### src/rtl/sctl_pkg.sv
package sctl_pkg;

    localparam int FRAME_W = 10;
    localparam int ADDR_W  = 2;
    localparam int SEL_W   = 3;
    localparam int GAIN_W  = 8;
    localparam int OFS_W   = 6;

    // frame bits plus the dummy bit that must precede an accepted store
    localparam int EDGE_LIM = FRAME_W + 1;
    localparam int CNT_W    = $clog2(EDGE_LIM + 1);

    typedef enum logic [ADDR_W-1:0] {
        ADR_SEL  = 2'd0,
        ADR_GAIN = 2'd1,
        ADR_OFS  = 2'd2,
        ADR_NONE = 2'd3
    } reg_addr_e;

    typedef struct packed {
        logic [SEL_W-1:0]  sel;
        logic [GAIN_W-1:0] gain;
        logic [OFS_W-1:0]  ofs;
    } ctrl_regs_t;

    typedef struct packed {
        logic               req;    // store requested this cycle
        logic               full;   // enough edges seen since last request
        logic [FRAME_W-1:0] frame;  // [FRAME_W-1] is first bit sent
    } store_req_t;

    // payload is sent LSB first, so the first bit lands in the frame MSB
    function automatic logic [SEL_W-1:0] rev_sel(input logic [SEL_W-1:0] v);
        logic [SEL_W-1:0] r;
        for (int i = 0; i < SEL_W; i++) r[i] = v[SEL_W-1-i];
        return r;
    endfunction

    function automatic logic [GAIN_W-1:0] rev_gain(input logic [GAIN_W-1:0] v);
        logic [GAIN_W-1:0] r;
        for (int i = 0; i < GAIN_W; i++) r[i] = v[GAIN_W-1-i];
        return r;
    endfunction

    function automatic logic [OFS_W-1:0] rev_ofs(input logic [OFS_W-1:0] v);
        logic [OFS_W-1:0] r;
        for (int i = 0; i < OFS_W; i++) r[i] = v[OFS_W-1-i];
        return r;
    endfunction

endpackage

### src/rtl/sctl_sync.sv
module sctl_sync #(
    parameter int STAGES = 2
) (
    input  logic clk,
    input  logic rst,
    input  logic din,
    output logic lvl,
    output logic rise,
    output logic fall
);
    logic [STAGES-1:0] pipe;
    logic              prev;

    always_ff @(posedge clk) begin
        if (rst) begin
            pipe <= '0;
            prev <= 1'b0;
        end else begin
            pipe <= {pipe[STAGES-2:0], din};
            prev <= pipe[STAGES-1];
        end
    end

    assign lvl  = pipe[STAGES-1];
    assign rise = pipe[STAGES-1] & ~prev;
    assign fall = ~pipe[STAGES-1] & prev;
endmodule

### src/rtl/sctl_shifter.sv
module sctl_shifter
    import sctl_pkg::*;
(
    input  logic       clk,
    input  logic       rst,
    input  logic       clr,
    input  logic       sck_rise,
    input  logic       sck_fall,
    input  logic       sd_lvl,
    input  logic       sd_fall,
    output store_req_t st
);
    localparam logic [CNT_W-1:0] LIM = CNT_W'(EDGE_LIM);

    logic [FRAME_W-1:0] hist;    // bits held one edge behind the line
    logic               pend;    // newest sampled bit (the dummy at store time)
    logic [CNT_W-1:0]   edges;
    logic               armed;
    logic               req;

    assign req = sd_fall & armed;

    always_ff @(posedge clk) begin
        if (rst || clr) begin
            hist  <= '0;
            pend  <= 1'b0;
            edges <= '0;
            armed <= 1'b0;
        end else begin
            if (sck_rise) begin
                hist <= {hist[FRAME_W-2:0], pend};
                pend <= sd_lvl;
                if (edges != LIM) edges <= edges + 1'b1;
            end
            if (sck_fall && sd_lvl) armed <= 1'b1;
            if (req) begin
                armed <= 1'b0;
                edges <= '0;
            end
        end
    end

    always_comb begin
        st.req   = req;
        st.full  = (edges == LIM);
        st.frame = hist;
    end
endmodule

### src/rtl/sctl_regfile.sv
module sctl_regfile
    import sctl_pkg::*;
#(
    parameter logic [SEL_W-1:0]  SEL_RESET  = '0,
    parameter logic [GAIN_W-1:0] GAIN_RESET = '0,
    parameter logic [OFS_W-1:0]  OFS_RESET  = OFS_W'(32)
) (
    input  logic              clk,
    input  logic              rst,
    input  logic              clr,
    input  store_req_t        st,
    output ctrl_regs_t        regs,
    output logic              wr_stb,
    output logic [ADDR_W-1:0] wr_addr,
    output logic              early_err
);
    reg_addr_e addr;
    logic      accept;

    assign addr   = reg_addr_e'(st.frame[ADDR_W-1:0]);
    assign accept = st.req & st.full;

    always_ff @(posedge clk) begin
        if (rst || clr) begin
            regs.sel  <= SEL_RESET;
            regs.gain <= GAIN_RESET;
            regs.ofs  <= OFS_RESET;
            wr_stb    <= 1'b0;
            wr_addr   <= '0;
            early_err <= 1'b0;
        end else begin
            wr_stb    <= accept;
            early_err <= st.req & ~st.full;
            if (accept) begin
                wr_addr <= addr;
                case (addr)
                    ADR_SEL:  regs.sel  <= rev_sel(st.frame[FRAME_W-1 -: SEL_W]);
                    ADR_GAIN: regs.gain <= rev_gain(st.frame[FRAME_W-1 -: GAIN_W]);
                    ADR_OFS:  regs.ofs  <= rev_ofs(st.frame[ADDR_W +: OFS_W]);
                    default:  ;
                endcase
            end
        end
    end
endmodule

### src/rtl/sctl_port.sv
module sctl_port
    import sctl_pkg::*;
#(
    parameter int                SYNC_STAGES = 2,
    parameter logic [SEL_W-1:0]  SEL_RESET   = '0,
    parameter logic [GAIN_W-1:0] GAIN_RESET  = '0,
    parameter logic [OFS_W-1:0]  OFS_RESET   = OFS_W'(32)
) (
    input  logic              clk,
    input  logic              rst,
    input  logic              stby_n,
    input  logic              sck,
    input  logic              sdata,
    output logic [SEL_W-1:0]  gain_sel,
    output logic [GAIN_W-1:0] gain_code,
    output logic [OFS_W-1:0]  ofs_code,
    output logic              wr_stb,
    output logic [ADDR_W-1:0] wr_addr,
    output logic              early_err
);
    logic       sck_lvl, sck_rise, sck_fall;
    logic       sd_lvl, sd_rise, sd_fall;
    logic       clr;
    store_req_t st;
    ctrl_regs_t regs;

    assign clr = ~stby_n;

    sctl_sync #(.STAGES(SYNC_STAGES)) u_sync_sck (
        .clk(clk), .rst(rst), .din(sck),
        .lvl(sck_lvl), .rise(sck_rise), .fall(sck_fall)
    );

    sctl_sync #(.STAGES(SYNC_STAGES)) u_sync_sd (
        .clk(clk), .rst(rst), .din(sdata),
        .lvl(sd_lvl), .rise(sd_rise), .fall(sd_fall)
    );

    sctl_shifter u_shift (
        .clk(clk), .rst(rst), .clr(clr),
        .sck_rise(sck_rise), .sck_fall(sck_fall),
        .sd_lvl(sd_lvl), .sd_fall(sd_fall),
        .st(st)
    );

    sctl_regfile #(
        .SEL_RESET(SEL_RESET), .GAIN_RESET(GAIN_RESET), .OFS_RESET(OFS_RESET)
    ) u_regs (
        .clk(clk), .rst(rst), .clr(clr), .st(st),
        .regs(regs), .wr_stb(wr_stb), .wr_addr(wr_addr), .early_err(early_err)
    );

    assign gain_sel  = regs.sel;
    assign gain_code = regs.gain;
    assign ofs_code  = regs.ofs;

    // level and rise of synchronized lines are only needed for edge finding
    logic unused_ok;
    assign unused_ok = &{1'b0, sck_lvl, sd_rise};
endmodule

### config.mk
export PLATFORM = sky130hd
export DESIGN_NAME = sctl_port
export DESIGN_NICKNAME = d
export VERILOG_FILES = /design/src/rtl/sctl_pkg.sv /design/src/rtl/sctl_sync.sv /design/src/rtl/sctl_shifter.sv /design/src/rtl/sctl_regfile.sv /design/src/rtl/sctl_port.sv
export SDC_FILE = /design/constraint.sdc
export NUM_CORES = 1
export LEC_CHECK = 0
export BUFFER_PORTS_ARGS = -buffer_cell sky130_fd_sc_hd__clkbuf_2
export CAP_MARGIN = 25
export CORE_ASPECT_RATIO = 1.25
export CORE_MARGIN = 5
export CORE_UTILIZATION = 40
export CTS_BUF_LIST = sky130_fd_sc_hd__clkbuf_4
export CTS_CLUSTER_DIAMETER = 100
export DETAILED_ROUTE_END_ITERATION = 6
export PLACE_DENSITY_LB_ADDON = 0.08
export SLEW_MARGIN = 20
export SYNTH_ARGS = -nofsm -noshare
export SYNTH_HDL_FRONTEND = slang
export SYNTH_SLANG_ARGS = --single-unit
export TNS_END_PERCENT = 100
### constraint.sdc
create_clock -name clk -period 2.76 [get_ports clk]
set_input_delay 0.276 -clock clk [delete_from_list [all_inputs] [get_ports clk]]
set_output_delay 0.276 -clock clk [all_outputs]
set_load 0.02 [all_outputs]
==> flow_summary_export.csv, run 1 <==
group,metric,value,unit
run_status,outcome,"finished clean",
global_route,gr-total-overflow,0,
placed_design,globalplace.congestion,0.7479,
cells_and_area,final_layout_size_suffix_gt1_share,17.87,%
critical_path,critPathKind,"reg2reg",
clock_network,cts_post_setup_buffers_inserted,0,
timing,setup_repair_after_global_routing_missed_its_margin,"false",
synthesis,seq_area_frac_synth,52.76,%
floorplanning,die-width,67.13,um
critical_path,cp.required,3.00,ns
floorplanning,initial_utilization,40.45,%
global_route,gr-usage-all-layers,14.65,%
critical_path,worstPathMaxFanout,7,
run,cap_viol_max_count,0,
global_route,grt_pass1_vias,1248,
cells_and_area,post_layout_nonfiller_instances,263,
critical_path,reg2reg_from,"u_shift.edges[0]",
synthesis,syn-num-nets,191,
critical_path,startpoint_type,"flop",
clock_network,cts.hold.buffers_added,0,
min_path,tightest_hold_check_type,"in2reg",
clock_network,clk_pin_slew_worst_setup_hold_paths,0.12,ns
clock_network,tritoncts,"yes",
cells_and_area,area_taken_by_multi_input_logic_gates,710.7,um2
detailed_routing,routed_length_per_placed_instance,13.41,um
synthesis,synth.top_cells.by_area,"sky130_fd_sc_hd__dfxtp_1 53%, sky130_fd_sc_hd__a21oi_1 8.6%, sky130_fd_sc_hd__nand2_1 6.9%, sky130_fd_sc_hd__nand3_1 4.3%, sky130_fd_sc_hd__o21ai_0 3.7%",
floorplanning,floorplan.rows,26,
timing,setup_total_negative_slack,0,ns
global_route,antenna_found_initial,0,
clock_network,maximum_buffer_depth_of_the_clock_tree,2,
pwr,power.density,555.7,nW/um2
timing,fin_crit_sh,58.28,%
synthesis,async_reset_ff_share,0,%
timing,hold_viol,0,
cells_and_area,seqCellArea,860.8,um2
timing,period_minus_slack,1.609,ns
synthesis,synth.cells.most_frequent,"43 x sky130_fd_sc_hd__dfxtp_1, 30 x sky130_fd_sc_hd__nand2_1, 28 x sky130_fd_sc_hd__a21oi_1",
clock_network,postCtsResizedCells,0,
critical_path,register_to_register_path_depth,4,
placed_design,hpwlAfterDp,2603,um
clock_network,worst_skew_pair.late_latency,0.35,ns
floorplanning,design.die.area,5464,um2
pwr,vdd.ir_drop.worst,0.3730,mV
synthesis,post-synth-top-area-fraction,52.76,%
synthesis,syn_avg_cell_area,8.819,um2
timing,setup_viol_count_final,0,
cells_and_area,post_layout_inst_area,1858,um2
floorplanning,die_y,81.41,um
detailed_routing,drt-initial-drc-count,50,
detailed_routing,post_drt_via_cell_ratio,5.148,
critical_path,timing.critical_path.from,"u_shift.edges[0]",
synthesis,synth_enable_flop_cells,0,
timing,timing.slew.headroom,41.36,%
global_route,grt_first_pass_wirelength,5885,um
placed_design,dp_worst_setup_slack,1.171,ns
synthesis,yosysWarningCount,0,
detailed_routing,drcViolationCount,0,
clock_network,htree_levels,2,
timing,fin_ws,1.151,ns
floorplanning,boundaryPins,26,
timing,fin_worst_skew,0.01373,ns
synthesis,synthFlopType,"sky130_fd_sc_hd__dfxtp_1",
timing,fmax,621.6,MHz
critical_path,cp.arrival,1.85,ns
synthesis,syn_inst,185,
cells_and_area,layout-area-overhead-vs-synth,13.88,%
critical_path,cp_slowest_stage_delay,0.54,ns
timing,max_slew_violation_count,0,
clock_network,clock-sinks,43,
critical_path,endpoint,"u_regs.regs[14]",
critical_path,timing.rr.end,"u_regs.regs[14]",
global_route,grt_start_max_net_pins,26,
clock_network,tritoncts.num_buffers,5,
detailed_routing,firstDrtPassIters,4,
cells_and_area,final.fill_count,445,
synthesis,ys_types,27,
synthesis,yosys_register_bits,43,
critical_path,worstPathCellList,"ha_1 -> nand3b_2 -> or4_4 -> mux2i_1",
synthesis,cell_with_the_most_instances_after_synthesis,"sky130_fd_sc_hd__dfxtp_1",
floorplanning,core-area,4034,um2
placed_design,placed_cell_area,1782,um2
critical_path,r2r_setup_slack,1.15,ns
detailed_routing,wl,3526,um
synthesis,netlist.top_cell.by_area,"sky130_fd_sc_hd__dfxtp_1",
pwr,totalPowerFinal,1.033,mW
detailed_routing,ant_nets,0,
timing,max_slew.worst_pin.slew,0.8778,ns
timing,whs,0.1394,ns
cells_and_area,number_of_inserted_diodes,0,
critical_path,cp-end-kind,"flop",
pwr,power.leakage,0.6574,nW
clock_network,cts_root_buf,"sky130_fd_sc_hd__clkbuf_4",
placed_design,numPortBuffers,25,
cells_and_area,post-route-util,46.06,%
placed_design,dpl.cell_count,255,
detailed_routing,route.vias.total,1354,
cells_and_area,num-nets-final,212,
critical_path,crit_path_top_delay_cell,"sky130_fd_sc_hd__or4_4",
synthesis,synthesis.area,1632,um2
==> layout by cell type, fill, tap and decap left out, drive strengths merged, types with 3 or more instances in the layout <==
cell,instances
a21oi,28
clkbuf,30
dfxtp,43
mux2i,3
nand2,30
nand3,14
nor2b,7
nor3,3
o211ai,3
o21ai,20
==> worst min-delay path by stage <==
stage / from / to / slack [ns] / depth (start not counted)
after global placement: u_sync_sd.pipe[0] / u_sync_sd.pipe[1] / 0.43 / 1
after floorplan: rst / u_sync_sck.prev / 0.34 / 1
final: sdata / u_sync_sd.pipe[0] / 0.14 / 2
after global routing: sdata / u_sync_sd.pipe[0] / 0.12 / 2
after detailed placement: u_sync_sd.pipe[0] / u_sync_sd.pipe[1] / 0.44 / 1
after CTS: sdata / u_sync_sd.pipe[0] / 0.13 / 2
==> flip-flops by register name, summed over array words and instances (netlist names) <==
| signal | cells |
|---|---|
| u_regs.regs | 17 |
| u_shift.hist | 10 |
| u_shift.edges | 4 |
| u_regs.wr_addr | 2 |
| u_sync_sck.pipe | 2 |
| u_sync_sd.pipe | 2 |
| u_regs.early_err | 1 |
| u_regs.wr_stb | 1 |
| u_shift.armed | 1 |
| u_shift.pend | 1 |
| u_sync_sck.prev | 1 |
| u_sync_sd.prev | 1 |
==> area by class of cell <==
cell class,instances,share of cell area [%]
repair buffers,26,7.138
multi-input cells,128,38.25
clock buffers,5,2.020
inverters,2,0.4040
well taps,56,3.771
flip-flops and latches,43,46.33
clock inverters,3,2.088
==> kinds of logic after synthesis <==
family                   share of synthesized area (%)
multiplexers                                     1.841
AO/OA/AOI/OAI                                    16.49
buffers and inverters                            3.681
flip-flops                                       52.76
AND/OR/NAND/NOR                                  24.46
adder cells (fa/ha/maj)                         0.7667
==> power by group <==
group	switching [mW]	internal, mW	total (mW)
sequential	0.00282	0.624	0.627
combinational	0.0169	0.00756	0.0245
clock	0.194	0.186	0.381
==> worst max-delay path: cells and delay by family (launching register included) <==
kind | cells | cell delay (ns)
mux | 1 | 0.14
simple gates | 2 | 0.69
fa+ha+maj | 1 | 0.28
flops | 1 | 0.39
==> routing by layer <==
layer  track usage (%)  vias to the layer above  wire length [um]
met2             26.35                       27              1792
met3             4.564                        5               171
met4             6.085                        0                62
li1                  -                      694                 -
met5                 0                        -                 0
met1             15.52                      628              1500
Note: power is estimated with default switching activity, not from simulation.
==> run 2: changes to the inputs <==
clock period = 1.4 ns   (was 2.76 ns; I/O delays follow)
==> run 2 against run 1 <==
Net effect: setup slack got worse by 1.1 ns; power is 83% higher; largest power group unchanged; highest routed layer unchanged; cell count grew 4.9%.
==> flow_summary_export.csv, run 2 (synthesized netlist as in run 1, its figures left out) <==
group,metric,value,unit
run_status,outcome,"finished clean",
detailed_routing,routed_length_per_placed_instance,13.29,um
critical_path,register_to_register_path_depth,4,
timing,setup_viol_count_final,0,
critical_path,cp-end-kind,"flop",
timing,max_slew.worst_pin.slew,0.2792,ns
detailed_routing,firstDrtPassIters,4,
global_route,antenna_found_initial,0,
cells_and_area,final.fill_count,436,
critical_path,critPathKind,"reg2reg",
critical_path,worstPathMaxFanout,7,
cells_and_area,layout-area-overhead-vs-synth,20.63,%
clock_network,maximum_buffer_depth_of_the_clock_tree,2,
critical_path,cpLargestDelayFamily,"simple AND/OR/NAND/NOR gates",
global_route,gr-usage-all-layers,14.94,%
critical_path,worstPathCellList,"ha_4 -> nand3b_4 -> or4_4 -> mux2i_1",
timing,setup_total_negative_slack,0,ns
timing,fmax,734.4,MHz
detailed_routing,post_drt_via_cell_ratio,5.054,
critical_path,reg2reg_from,"u_shift.edges[1]",
critical_path,cp.arrival,1.60,ns
global_route,grt_first_pass_wirelength,6072,um
pwr,power.density,962.3,nW/um2
detailed_routing,drcViolationCount,0,
global_route,gr-total-overflow,0,
cells_and_area,mostFrequentLayoutCell,"sky130_fd_sc_hd__dfxtp_1",
pwr,power.leakage,0.7487,nW
timing,fin_worst_skew,0.006615,ns
floorplanning,floorplan.rows,26,
timing,timing.slew.headroom,81.36,%
placed_design,hpwlAfterDp,2785,um
floorplanning,die-width,67.13,um
pwr,vdd.ir_drop.worst,0.5887,mV
timing,setup_repair_after_global_routing_missed_its_margin,"true",
critical_path,cp_num_buf_inv,0,
floorplanning,design.die.area,5464,um2
cells_and_area,num-nets-final,225,
run,cap_viol_max_count,0,
timing,period_minus_slack,1.362,ns
floorplanning,core-area,4034,um2
clock_network,tritoncts.num_buffers,5,
timing,whs,0.05271,ns
detailed_routing,route.vias.total,1395,
placed_design,globalplace.congestion,0.7006,
critical_path,crit_cells,4,
timing,fin_crit_sh,97.26,%
cells_and_area,regMostFlops,"u_regs.regs",
detailed_routing,ant_nets,0,
critical_path,cp_slowest_stage_delay,0.47,ns
floorplanning,initial_utilization,40.45,%
critical_path,timing.rr.end,"u_regs.regs[15]",
clock_network,worst_skew_pair.late_latency,0.34,ns
timing,max_slew_violation_count,0,
cells_and_area,final_layout_size_suffix_gt1_share,23.64,%
min_path,tightest_hold_check_type,"in2reg",
floorplanning,die_y,81.41,um
cells_and_area,post_layout_inst_area,1968,um2
placed_design,numPortBuffers,25,
detailed_routing,wl,3667,um
floorplanning,boundaryPins,26,
global_route,grt_start_max_net_pins,22,
critical_path,crit_path_top_delay_cell,"sky130_fd_sc_hd__or4_4",
placed_design,placed_cell_area,1881,um2
clock_network,cts_root_buf,"sky130_fd_sc_hd__clkbuf_4",
cells_and_area,top_library_cells_by_usage_in_the_layout_fill_and_taps_aside,"41 x sky130_fd_sc_hd__dfxtp_1, 30 x sky130_fd_sc_hd__nand2_1, 28 x sky130_fd_sc_hd__a21oi_1",
critical_path,cp.required,1.64,ns
clock_network,htree_levels,2,
clock_network,clock-sinks,43,
timing,fin_ws,0.03843,ns
global_route,grt_pass1_vias,1318,
placed_design,dp_worst_setup_slack,0.03838,ns
detailed_routing,drt-initial-drc-count,78,
clock_network,tritoncts,"yes",
clock_network,clk_pin_slew_worst_setup_hold_paths,0.11,ns
cells_and_area,post-route-util,48.79,%
critical_path,r2r_setup_slack,0.04,ns
cells_and_area,number_of_inserted_diodes,0,
critical_path,endpoint,"u_regs.regs[15]",
critical_path,timing.critical_path.from,"u_shift.edges[1]",
critical_path,startpoint_type,"flop",
cells_and_area,largest_registers_in_the_final_layout,"u_regs.regs x17, u_shift.hist x10, u_shift.edges x4",
cells_and_area,largest_reg_flops,17,
timing,hold_viol,0,
run 2: cell types whose count changed in the layout (fill, tap and decap cells not counted), moves of 2 or more:
| cell | change |
|---|---|
| sky130_fd_sc_hd__buf_4 | +11 |
| sky130_fd_sc_hd__dlygate4sd3_1 | +2 |
| sky130_fd_sc_hd__clkbuf_4 | +2 |
| sky130_fd_sc_hd__dfxtp_1 | -2 |
run 2: per-layer routing:
| metal | global-route usage, % | part of all wire, % | vias up |
|---|---|---|---|
| met5 | 0 | 0 | - |
| met4 | 4.868 | 1.3 | 0 |
| met3 | 4.288 | 3.8 | 5 |
| met2 | 28.02 | 53 | 27 |
| met1 | 15.61 | 42 | 650 |
| li1 | - | - | 713 |
run 2: worst min path at each step:
stage / startpoint / to / cells past startpoint
floorplan: rst / u_sync_sck.prev / 1
global placement: sdata / u_sync_sd.pipe[0] / 2
detailed placement: sdata / u_sync_sd.pipe[0] / 2
CTS: sck / u_sync_sck.pipe[0] / 2
global route: rst / u_sync_sck.pipe[0] / 2
finish: rst / u_sync_sck.prev / 2
run 2: repair_timing:
action / CTS / global route
gates resized for setup: 0 / 1
endpoints found under the setup margin: 0 / 3
hold buffers: 1 / 1
buffers inserted: 0 / 1
hold endpoints to repair: 1 / 1
run 2: per-stage QoR:
| stage | total power, mW | cells |
|---|---|---|
| floorplan | 1.297 | 185 |
| global placement | 1.322 | 265 |
| detailed placement | 1.323 | 265 |
| CTS | 1.924 | 274 |
| global route | 1.986 | 276 |
| finish | 1.894 | 276 |
run 2: cell type report:
class | count | area [um2] | share of cell area, %
Multi-Input combinational cell | 128 | 732.0 | 37.19
Timing Repair Buffer | 39 | 235.2 | 11.95
Sequential cell | 43 | 865.8 | 43.99
Clock inverter | 1 | 5.005 | 0.2543
Tap cell | 56 | 70.07 | 3.560
Clock buffer | 7 | 52.55 | 2.670
Inverter | 2 | 7.507 | 0.3814
run 2: power breakdown:
part,internal (mW),switching [mW],leakage [nW],total (mW)
sequential,1.23,0.00446,0.349,1.23
clock,0.235,0.360,0.0361,0.595
combinational,0.0269,0.0380,0.364,0.0649
